`config.mk`:
```
export PLATFORM = sky130hd
export DESIGN_NAME = tree_reduce_node
export DESIGN_NICKNAME = d
export VERILOG_FILES = /design/src/rtl/tree_reduce_pkg.sv /design/src/rtl/tr_rr_arbiter.sv /design/src/rtl/tr_slot_bank.sv /design/src/rtl/tr_emitter.sv /design/src/rtl/tree_reduce_node.sv
export SDC_FILE = /design/constraint.sdc
export NUM_CORES = 2
export LEC_CHECK = 0
export BUFFER_PORTS_ARGS = -buffer_cell sky130_fd_sc_hd__clkbuf_2
export CORE_MARGIN = 1
export CORE_UTILIZATION = 40
export DETAILED_ROUTE_END_ITERATION = 10
export HOLD_SLACK_MARGIN = 0.15
export PLACE_DENSITY_LB_ADDON = 0.3
export SKIP_CTS_REPAIR_TIMING = 1
export SYNTH_ARGS = -nofsm -noshare
export SYNTH_HDL_FRONTEND = slang
export SYNTH_SLANG_ARGS = --single-unit
```
`constraint.sdc`:
```
create_clock -name clk -period 9.35 [get_ports clk]
set_input_delay 1.87 -clock clk [delete_from_list [all_inputs] [get_ports clk]]
set_output_delay 1.87 -clock clk [all_outputs]
set_load 0.005 [all_outputs]
```
`src/rtl/tree_reduce_pkg.sv`:
```
// Shared types for the tree reduction node.
// Assumes nothing beyond IEEE 1800-2017 packages.
package tree_reduce_pkg;
    // Which port a completed segment leaves on.
    typedef enum logic {
        ROUTE_UP   = 1'b0,
        ROUTE_DOWN = 1'b1
    } route_e;
endpackage

```
`src/rtl/tr_rr_arbiter.sv`:
```
// Round-robin grant of one child input beat per cycle.
// Assumes requests may change every cycle; the grant is combinational.
module tr_rr_arbiter #(
    parameter int K = 3
) (
    input  logic         clk,
    input  logic         rst_n,
    input  logic [K-1:0] req,
    output logic [K-1:0] grant
);
    localparam int KW = (K > 1) ? $clog2(K) : 1;

    logic [KW-1:0] last_q;
    logic [KW-1:0] gidx;

    // Search from the child after the last winner for the first request.
    always_comb begin
        grant = '0;
        gidx  = '0;
        for (int o = 1; o <= K; o++) begin
            int idx;
            idx = (int'(last_q) + o) % K;
            if (req[idx] && grant == '0) begin
                grant[idx] = 1'b1;
                gidx       = KW'(idx);
            end
        end
    end

    // Remember the last winner so the next search starts after it.
    always_ff @(posedge clk) begin
        if (!rst_n)         last_q <= KW'(K - 1);
        else if (|grant)    last_q <= gidx;
    end

    assert_grant_onehot_R7: assert property (@(posedge clk) disable iff (!rst_n)
        $onehot0(grant));
    assert_grant_requested_R7: assert property (@(posedge clk) disable iff (!rst_n)
        (grant & ~req) == '0);
endmodule

```
`src/rtl/tr_slot_bank.sv`:
```
// Accumulator and arrival bitmap storage, one slot per (collective, segment).
// Accepts one element write per cycle and saturates each sum. It drops beats
// from a child whose bit is already set and pulses dup_err for each one.
// Assumes the clear port only names a complete slot, which takes no writes.
module tr_slot_bank #(
    parameter int K     = 3,
    parameter int W     = 32,
    parameter int ELEMS = 4,
    parameter int NSLOT = 16
) (
    input  logic                      clk,
    input  logic                      rst_n,
    input  logic                      wr_en,
    input  logic [$clog2(K>1?K:2)-1:0] wr_child,
    input  logic [$clog2(NSLOT)-1:0]  wr_slot,
    input  logic [$clog2(ELEMS)-1:0]  wr_eidx,
    input  logic [W-1:0]              wr_data,
    input  logic                      clr_en,
    input  logic [$clog2(NSLOT)-1:0]  clr_slot,
    input  logic [$clog2(NSLOT)-1:0]  rd_slot,
    input  logic [$clog2(ELEMS)-1:0]  rd_eidx,
    output logic [W-1:0]              rd_data,
    output logic [NSLOT-1:0]          full,
    output logic                      dup_err
);
    localparam int EW = $clog2(ELEMS);
    localparam logic [EW-1:0] LAST = EW'(ELEMS - 1);
    localparam logic [W-1:0] SMAX = {1'b0, {(W-1){1'b1}}};
    localparam logic [W-1:0] SMIN = {1'b1, {(W-1){1'b0}}};

    logic [W-1:0] acc [NSLOT][ELEMS];
    logic [K-1:0] bmap [NSLOT];
    logic         dup_hit;

    function automatic logic [W-1:0] sat_add(input logic [W-1:0] a, input logic [W-1:0] b);
        logic [W:0] s;
        s = {a[W-1], a} + {b[W-1], b};
        if (s[W] != s[W-1]) return s[W] ? SMIN : SMAX;
        return s[W-1:0];
    endfunction

    // A slot is complete when every child bit is set.
    always_comb begin
        for (int s = 0; s < NSLOT; s++) full[s] = &bmap[s];
    end

    assign dup_hit = wr_en && bmap[wr_slot][wr_child];
    assign rd_data = acc[rd_slot][rd_eidx];

    // Clear sent slots, accumulate fresh beats, flag duplicate beats.
    always_ff @(posedge clk) begin
        if (!rst_n) begin
            for (int s = 0; s < NSLOT; s++) begin
                bmap[s] <= '0;
                for (int e = 0; e < ELEMS; e++) acc[s][e] <= '0;
            end
            dup_err <= 1'b0;
        end else begin
            dup_err <= dup_hit;
            if (clr_en) begin
                bmap[clr_slot] <= '0;
                for (int e = 0; e < ELEMS; e++) acc[clr_slot][e] <= '0;
            end
            if (wr_en && !dup_hit) begin
                acc[wr_slot][wr_eidx] <= sat_add(acc[wr_slot][wr_eidx], wr_data);
                if (wr_eidx == LAST) bmap[wr_slot][wr_child] <= 1'b1;
            end
        end
    end

    assert_dup_flagged_R5: assert property (@(posedge clk) disable iff (!rst_n)
        dup_hit |=> dup_err);
    assert_clear_only_full_R8: assert property (@(posedge clk) disable iff (!rst_n)
        clr_en |-> full[clr_slot]);
endmodule

```
`src/rtl/tr_emitter.sv`:
```
// Picks the lowest-numbered complete slot and walks its elements out in
// order, one per accepted beat. On the last beat it orders the slot cleared.
// Assumes the selected slot stays complete until it is cleared.
module tr_emitter #(
    parameter int ELEMS = 4,
    parameter int NSLOT = 16
) (
    input  logic                     clk,
    input  logic                     rst_n,
    input  logic [NSLOT-1:0]         full,
    input  logic                     fire,
    output logic                     valid,
    output logic [$clog2(NSLOT)-1:0] slot,
    output logic [$clog2(ELEMS)-1:0] eidx,
    output logic                     clr_en
);
    localparam int SLW = $clog2(NSLOT);
    localparam int EW  = $clog2(ELEMS);
    localparam logic [EW-1:0] LAST = EW'(ELEMS - 1);

    logic [SLW-1:0] pick;
    logic           any_full;

    // Lowest-index complete slot.
    always_comb begin
        pick     = '0;
        any_full = 1'b0;
        for (int s = NSLOT - 1; s >= 0; s--) begin
            if (full[s]) begin
                pick     = SLW'(s);
                any_full = 1'b1;
            end
        end
    end

    assign clr_en = valid && fire && (eidx == LAST);

    // Hold one segment at a time and step through its elements.
    always_ff @(posedge clk) begin
        if (!rst_n) begin
            valid <= 1'b0;
            slot  <= '0;
            eidx  <= '0;
        end else if (!valid) begin
            if (any_full) begin
                valid <= 1'b1;
                slot  <= pick;
                eidx  <= '0;
            end
        end else if (fire) begin
            if (eidx == LAST) valid <= 1'b0;
            else              eidx  <= eidx + 1'b1;
        end
    end

    assert_hold_stalled_R9: assert property (@(posedge clk) disable iff (!rst_n)
        (valid && !fire) |=> (valid && $stable(slot) && $stable(eidx)));
    assert_emit_complete_R4: assert property (@(posedge clk) disable iff (!rst_n)
        valid |-> full[slot]);
endmodule

```
`src/rtl/tree_reduce_node.sv`:
```
// One switch node of a reduction tree. It sums the children's segments into
// per-(collective, segment) slots. A non-root node sends complete segments
// upstream and copies results from the parent to all children. A root node
// sends complete segments to all children itself.
// Assumes NCOLL, NSEG and ELEMS are powers of two, that each child sends a
// segment's elements in index order, and that is_root changes only when idle.
module tree_reduce_node
    import tree_reduce_pkg::*;
#(
    parameter int K     = 3,
    parameter int W     = 32,
    parameter int ELEMS = 4,
    parameter int NCOLL = 4,
    parameter int NSEG  = 4,
    parameter int CIDW  = $clog2(NCOLL),
    parameter int SEGW  = $clog2(NSEG),
    parameter int EW    = $clog2(ELEMS)
) (
    input  logic              clk,
    input  logic              rst_n,
    input  logic              is_root,
    input  logic [K-1:0]      c_in_valid,
    output logic [K-1:0]      c_in_ready,
    input  logic [K*W-1:0]    c_in_data,
    input  logic [K*CIDW-1:0] c_in_cid,
    input  logic [K*SEGW-1:0] c_in_seg,
    input  logic [K*EW-1:0]   c_in_eidx,
    output logic              up_out_valid,
    input  logic              up_out_ready,
    output logic [W-1:0]      up_out_data,
    output logic [CIDW-1:0]   up_out_cid,
    output logic [SEGW-1:0]   up_out_seg,
    output logic [EW-1:0]     up_out_eidx,
    input  logic              up_in_valid,
    output logic              up_in_ready,
    input  logic [W-1:0]      up_in_data,
    input  logic [CIDW-1:0]   up_in_cid,
    input  logic [SEGW-1:0]   up_in_seg,
    input  logic [EW-1:0]     up_in_eidx,
    output logic [K-1:0]      c_out_valid,
    input  logic [K-1:0]      c_out_ready,
    output logic [W-1:0]      c_out_data,
    output logic [CIDW-1:0]   c_out_cid,
    output logic [SEGW-1:0]   c_out_seg,
    output logic [EW-1:0]     c_out_eidx,
    output logic              dup_err
);
    localparam int KW    = (K > 1) ? $clog2(K) : 1;
    localparam int NSLOT = NCOLL * NSEG;
    localparam int SLW   = CIDW + SEGW;

    logic [K-1:0]    grant;
    logic [KW-1:0]   wchild;
    logic [SLW-1:0]  wslot;
    logic [EW-1:0]   weidx;
    logic [W-1:0]    wdata;
    logic [NSLOT-1:0] full;
    logic            em_valid, em_fire, clr_en;
    logic [SLW-1:0]  em_slot;
    logic [EW-1:0]   em_eidx;
    logic [W-1:0]    em_data;
    route_e          route;

    tr_rr_arbiter #(.K(K)) u_arb (
        .clk(clk), .rst_n(rst_n), .req(c_in_valid), .grant(grant)
    );

    assign c_in_ready = grant;

    // Route the granted child's beat fields into the slot bank.
    always_comb begin
        wchild = '0;
        wslot  = '0;
        weidx  = '0;
        wdata  = '0;
        for (int i = 0; i < K; i++) begin
            if (grant[i]) begin
                wchild = KW'(i);
                wslot  = {c_in_cid[i*CIDW +: CIDW], c_in_seg[i*SEGW +: SEGW]};
                weidx  = c_in_eidx[i*EW +: EW];
                wdata  = c_in_data[i*W +: W];
            end
        end
    end

    tr_slot_bank #(.K(K), .W(W), .ELEMS(ELEMS), .NSLOT(NSLOT)) u_bank (
        .clk(clk), .rst_n(rst_n),
        .wr_en(|grant), .wr_child(wchild), .wr_slot(wslot),
        .wr_eidx(weidx), .wr_data(wdata),
        .clr_en(clr_en), .clr_slot(em_slot),
        .rd_slot(em_slot), .rd_eidx(em_eidx), .rd_data(em_data),
        .full(full), .dup_err(dup_err)
    );

    tr_emitter #(.ELEMS(ELEMS), .NSLOT(NSLOT)) u_emit (
        .clk(clk), .rst_n(rst_n), .full(full), .fire(em_fire),
        .valid(em_valid), .slot(em_slot), .eidx(em_eidx), .clr_en(clr_en)
    );

    assign route   = is_root ? ROUTE_DOWN : ROUTE_UP;
    assign em_fire = (route == ROUTE_DOWN) ? (&c_out_ready) : up_out_ready;

    // Upstream port carries reduced segments of a non-root node only.
    assign up_out_valid = em_valid && (route == ROUTE_UP);
    assign up_out_data  = em_data;
    assign up_out_cid   = em_slot[SLW-1:SEGW];
    assign up_out_seg   = em_slot[SEGW-1:0];
    assign up_out_eidx  = em_eidx;

    // Child outputs: one beat replicated to all children, from the emitter at
    // the root or straight from the parent otherwise.
    always_comb begin
        if (route == ROUTE_DOWN) begin
            c_out_valid = {K{em_valid}};
            c_out_data  = em_data;
            c_out_cid   = em_slot[SLW-1:SEGW];
            c_out_seg   = em_slot[SEGW-1:0];
            c_out_eidx  = em_eidx;
            up_in_ready = 1'b1;
        end else begin
            c_out_valid = {K{up_in_valid}};
            c_out_data  = up_in_data;
            c_out_cid   = up_in_cid;
            c_out_seg   = up_in_seg;
            c_out_eidx  = up_in_eidx;
            up_in_ready = &c_out_ready;
        end
    end

    assert_root_no_upstream_R10: assert property (@(posedge clk) disable iff (!rst_n)
        is_root |-> !up_out_valid);
    assert_replicated_valid_R11: assert property (@(posedge clk) disable iff (!rst_n)
        (c_out_valid == '0) || (&c_out_valid));
    assert_stall_holds_data_R9: assert property (@(posedge clk) disable iff (!rst_n)
        (up_out_valid && !up_out_ready && $stable(is_root)) |=> (up_out_valid && $stable(up_out_data)));
endmodule

```
### Word-level counts from Yosys, hierarchy flattened

Memory sizes are Yosys's and may differ from the RTL's. A register that Yosys moved wholly into a read port is not among the register bits.
Index checks and enable logic that the tools add are counted.

* bits in writable memories: 2096
* memories: 2
* output and inout bits: 85
* bits of input ports: 163
* flip-flop bits (word level): 10

* muxes and demuxes: 125
* add/subtract/negate cells: 5
* reductions and logical operators: 40
* equality and inequality tests: 5
* divide/modulo/power cells: 3
* bitwise gates (word level): 6
* order comparisons: 11

Memories
* u_bank.acc: depth 16, width 128, read ports 2, clocked after memory_dff 1, write ports 16, RTL line tr_slot_bank.sv:31 `logic [W-1:0] acc [NSLOT][ELEMS];`
* u_bank.bmap: depth 16, width 3, read ports 17, clocked after memory_dff 0, write ports 16, RTL line tr_slot_bank.sv:32 `logic [K-1:0] bmap [NSLOT];`

Operators with widths (count)
* 128-bit two-way mux: 4
* 32-bit two-way mux: 14
* 128-bit OR reduction: 2
* 32-bit binary-select mux with 2-bit select: 2
* 4-bit two-way mux: 25
* 32-bit by 1-bit >= comparator with 1-bit output, second input constant: 3
* 32-bit by 4-bit < comparator with 1-bit output, second input constant: 3
* 32-bit by 3-bit remainder unit with 32-bit output, second input constant: 3
* 32-bit demux with 2-bit select: 1
* 3-bit AND reduction: 18
* 1-bit two-way mux: 49
* 32-bit by 32-bit adder with 33-bit output: 1
* 2-bit two-way mux: 14
* 3-bit two-way mux: 8
* 1-bit logical AND: 12
* 3-bit OR reduction: 3
* 1-bit binary-select mux with 2-bit select: 4
* 1-bit demux with 2-bit select: 4
* 2-bit by 2-bit adder with 3-bit output, second input constant: 2
* 3-bit >= comparator, second input constant: 2
* 3-bit logical NOT: 2
* 2-bit inverter with 3-bit output: 2
* 3-bit OR: 2
* 2-bit == test, second input constant: 2
* 12 further kinds: 13

### Depth between registers and ports, before layout

* word-level depth: 29
* gate-level depth with buffers: 35
* gate-level depth less buffers: 28

### Hierarchy

Synthesis repeated with hierarchy kept, for this count alone.

* cells, all modules: 7268
* area total of the unflattened synthesis: 110911.4 um^2

By module, submodules not included
* tr_slot_bank: cells each 6916, seq. area each 62479.9 um^2, instances 1, area each 107981.1 um^2
* tree_reduce_node: cells each 226, seq. area each 0.0 um^2, instances 1, area each 1901.8 um^2
* tr_rr_arbiter: cells each 68, seq. area each 40.0 um^2, instances 1, area each 551.8 um^2
* tr_emitter: cells each 58, seq. area each 140.1 um^2, instances 1, area each 476.7 um^2

### Worst setup path before layout

OpenSTA, ideal clock, no wires.

* path type: in2reg
* from: input c_in_valid[2]
* to: memory u_bank.acc[10][12] in the netlist's numbering, data pin
* library setup time: 0.157 ns
* required time: 9.193 ns
* stages on the path: 31
* path slack: 0.474 ns
* path buffers: 8
* data arrival time: 8.719 ns
* cells stage by stage: buf_2 -> a311oi_2 -> nor2_1 -> a2111oi_2 -> nor2_2 -> mux2_2 -> buf_2 -> buf_2 -> clkbuf_1 -> buf_1 -> mux2i_1 -> o22ai_1 -> or4_1 -> mux2i_1 -> ha_1 -> inv_1 -> fa_1 -> nor2b_1 -> o21ai_0 -> a21boi_0 -> o21ai_0 -> a211o_1 -> a41o_1 -> o2111ai_1 -> nand2_1 -> nand2_1 -> clkbuf_1 -> clkbuf_1 -> nand3_1 -> clkbuf_1 -> nor3_1

RTL lines
* start: declaration: RTL line tree_reduce_node.sv:22 `input logic [K-1:0] c_in_valid,`
* end: declaration: RTL line tr_slot_bank.sv:31

==> results.json <==
{
  "final.min_clock_period_ns": 9.21,
  "mostFrequentLayoutCell": "edfxtp_1",
  "grt_pass1_wl_um": 641000,
  "insertion_delay_ns": 0.94,
  "tns_ns": 0,
  "core_um2": 291000,
  "finalMaxSlewViolations": 0,
  "die_w_um": 543,
  "synth_warnings": 0,
  "syn_inst": 8752,
  "relSlewSlack": 0.120,
  "worst_slew_pin_slew_ns": 1.32,
  "worstSetupPathType": "in2reg",
  "cp-start-kind": "input port",
  "die_area_um2": 295000,
  "routed_wl_um": 463000,
  "post-dp-hpwl_um": 296000,
  "clock-sinks": 2110,
  "antenna_found_initial": 28,
  "post-route-period-util": 0.985,
  "rows": 198,
  "clockBufferDepth": 3,
  "yosysUniqueCellTypes": 81,
  "drc_errors": 0,
  "cts_root_buf": "clkbuf_16",
  "final_area_um2": 135000,
  "synth_nets": 8953,
  "arrival_ns": 9.92,
  "ant_nets": 0,
  "grt_max_degree": 218,
  "ys_seq_elements": 2110,
  "overflow": 0,
  "tritoncts.num_buffers": 220,
  "dpl.cell_count": 12600,
  "cap_viol_max_count": 0,
  "initial_core_util": 0.402,
  "rsz0062_at_grt": "false",
  "portBuffers": 247,
  "first_pass_iters": 8,
  "dpl_cell_area_um2": 128000,
  "layout-drive-gt1-share": 0.238,
  "yosysSeqAreaShare": 0.536,
  "gp_congestion": 0.944,
  "hold_path_class": "reg2reg",
  "path_clk_slew_ns": 0.06,
  "async_flop_share": 0,
  "cts_tree": "built",
  "critical_path.endpoint_type": "flip-flop",
  "nets": 9118,
  "synth_area_um2": 117000,
  "finalSetupViolCount": 0,
  "wl_per_cell_um": 35.6,
  "most-common-layout-cells": "edfxtp_1 (2048), nor3_1 (1924), mux2i_1 (1551)",
  "skew_ns": 0.0740,
  "syn_area_per_cell_um2": 13.4,
  "die_y_um": 543,
  "ys.flop_type": "edfxtp_1",
  "grt_pass1_vias": 84600,
  "synth_edf_count": 2048,
  "hold_viol": 0,
  "ios": 248,
  "fin_hold_ws_ns": 0.483,
  "outcome": "completed",
  "htreeDepth": 4,
  "avgViaCountPerCell": 6.77,
  "layoutNonFillerInstCount": 13000,
  "drt_iter0_drc": 13800,
  "grt_usage": 0.306,
  "syn2layout_area_growth_pct": 15.0,
  "worstPathRequired_ns": 10.06,
  "crit_fanout": 17,
  "clock.fmax_mhz": 109,
  "routed-via-count": 88000
}
-- sequential cells by signal, summed over array words and instances (netlist names), named ones only --
name / cells
u_bank.dup_err: 1
u_emit.eidx: 2
u_emit.slot: 4
u_arb.last_q: 2
u_bank.acc: 2048
u_emit.valid: 1
u_bank.bmap: 48
-- Yosys cell counts (9+ instances only) --
library cell / number / area (µm²)
nor4_1: 139 / 870
dfxtp_1: 62 / 1240
o21a_1: 9 / 67.6
edfxtp_1: 2048 / 61500
clkbuf_1: 603 / 2260
o21ai_0: 134 / 671
mux4_2: 674 / 15200
buf_1: 91 / 342
buf_6: 38 / 428
nand2b_1: 34 / 213
nor3_1: 1928 / 9650
o22ai_1: 253 / 1580
a21o_1: 20 / 150
and2_1: 21 / 131
nand2_1: 162 / 608
inv_1: 16 / 60.1
a221oi_1: 39 / 342
a21boi_0: 19 / 143
buf_4: 94 / 706
nor2_1: 126 / 473
o211a_1: 10 / 100
ha_1: 37 / 463
nand4_1: 35 / 219
or4_1: 64 / 480
nor2b_1: 15 / 93.8
buf_2: 219 / 1100
mux2i_1: 1557 / 15600
a211oi_1: 13 / 97.6
nand3_1: 56 / 280
a21oi_1: 46 / 230
mux2_2: 43 / 484
xnor2_1: 23 / 201
and3_1: 16 / 100
-- path summary, 6_finish.rpt --
path	slack, ns	from	end	depth (start not counted)
setup / recovery	0.14	c_in_valid[1]	u_bank.acc[8][94]	28
hold / removal	0.48	u_bank.bmap[13][0]	u_bank.bmap[13][0]	2
setup reg to reg	0.25	u_arb.last_q[0]	u_bank.acc[8][94]	30
hold reg to reg	0.48	u_bank.bmap[13][0]	u_bank.bmap[13][0]	2
-- cell families after synthesis --
group / Yosys count / share of synthesized area
mux: 2275 / 0.267
simple gates: 2620 / 0.114
buf+inv: 1065 / 0.0423
xor+xnor: 26 / 0.00194
flops: 2110 / 0.536
fa+ha+maj: 38 / 0.00412
compound gates: 618 / 0.0350
-- through the flow --
step | setup slack (ns) | utilization
2_1_floorplan | 0.474 | -
5_1_grt | 0.0326 | 0.463
3_5_place_dp | -0.901 | 0.438
6_report | 0.141 | 0.463
3_3_place_gp | -0.815 | 0.438
4_1_cts | 0.0462 | 0.462
-- per-layer routing --
metal | wire length, µm | GRT usage | part of all wire
met4 | 29200 | 0.165 | 0.063
met5 | 149 | 0 | 0.00032
met2 | 204000 | 0.465 | 0.44
met3 | 61600 | 0.0920 | 0.13
met1 | 167000 | 0.392 | 0.36
-- area by class of cell --
type / instances / area [µm²]
Fill cell: 25700 / 156000
Sequential cell: 2110 / 62800
Multi-Input combinational cell: 5578 / 50700
Timing Repair Buffer: 990 / 9320
Clock buffer: 273 / 5710
Tap cell: 3900 / 4880
Clock inverter: 132 / 1270
Inverter: 17 / 63.8
Antenna cell: 9 / 22.5
-- critical path: stages --
cell and delay (ns):
clkbuf_2 0.14, nand2b_1 0.10, a311oi_2 0.48, nor2_1 0.17, a2111oi_4 0.49, nor2_4 0.23, a31oi_1 0.76, nor2_2 0.18
nand2_4 0.37, buf_4 0.44, o22ai_1 0.36, or4_1 0.47, mux2i_1 0.39, ha_1 0.28, nor2b_1 0.17, o21ai_0 0.13
a21boi_0 0.28, o21ai_0 0.17, a211o_1 0.35, a41o_1 0.24, buf_4 0.16, o21ai_0 0.24, buf_4 0.17, mux2i_2 0.35
a41oi_4 0.29, buf_12 0.24, buf_12 0.16, nor3_1 0.16
Power is left out: the tool's default activity adds up to more than one toggle a clock period on the data nets, which glitch-free logic cannot reach.
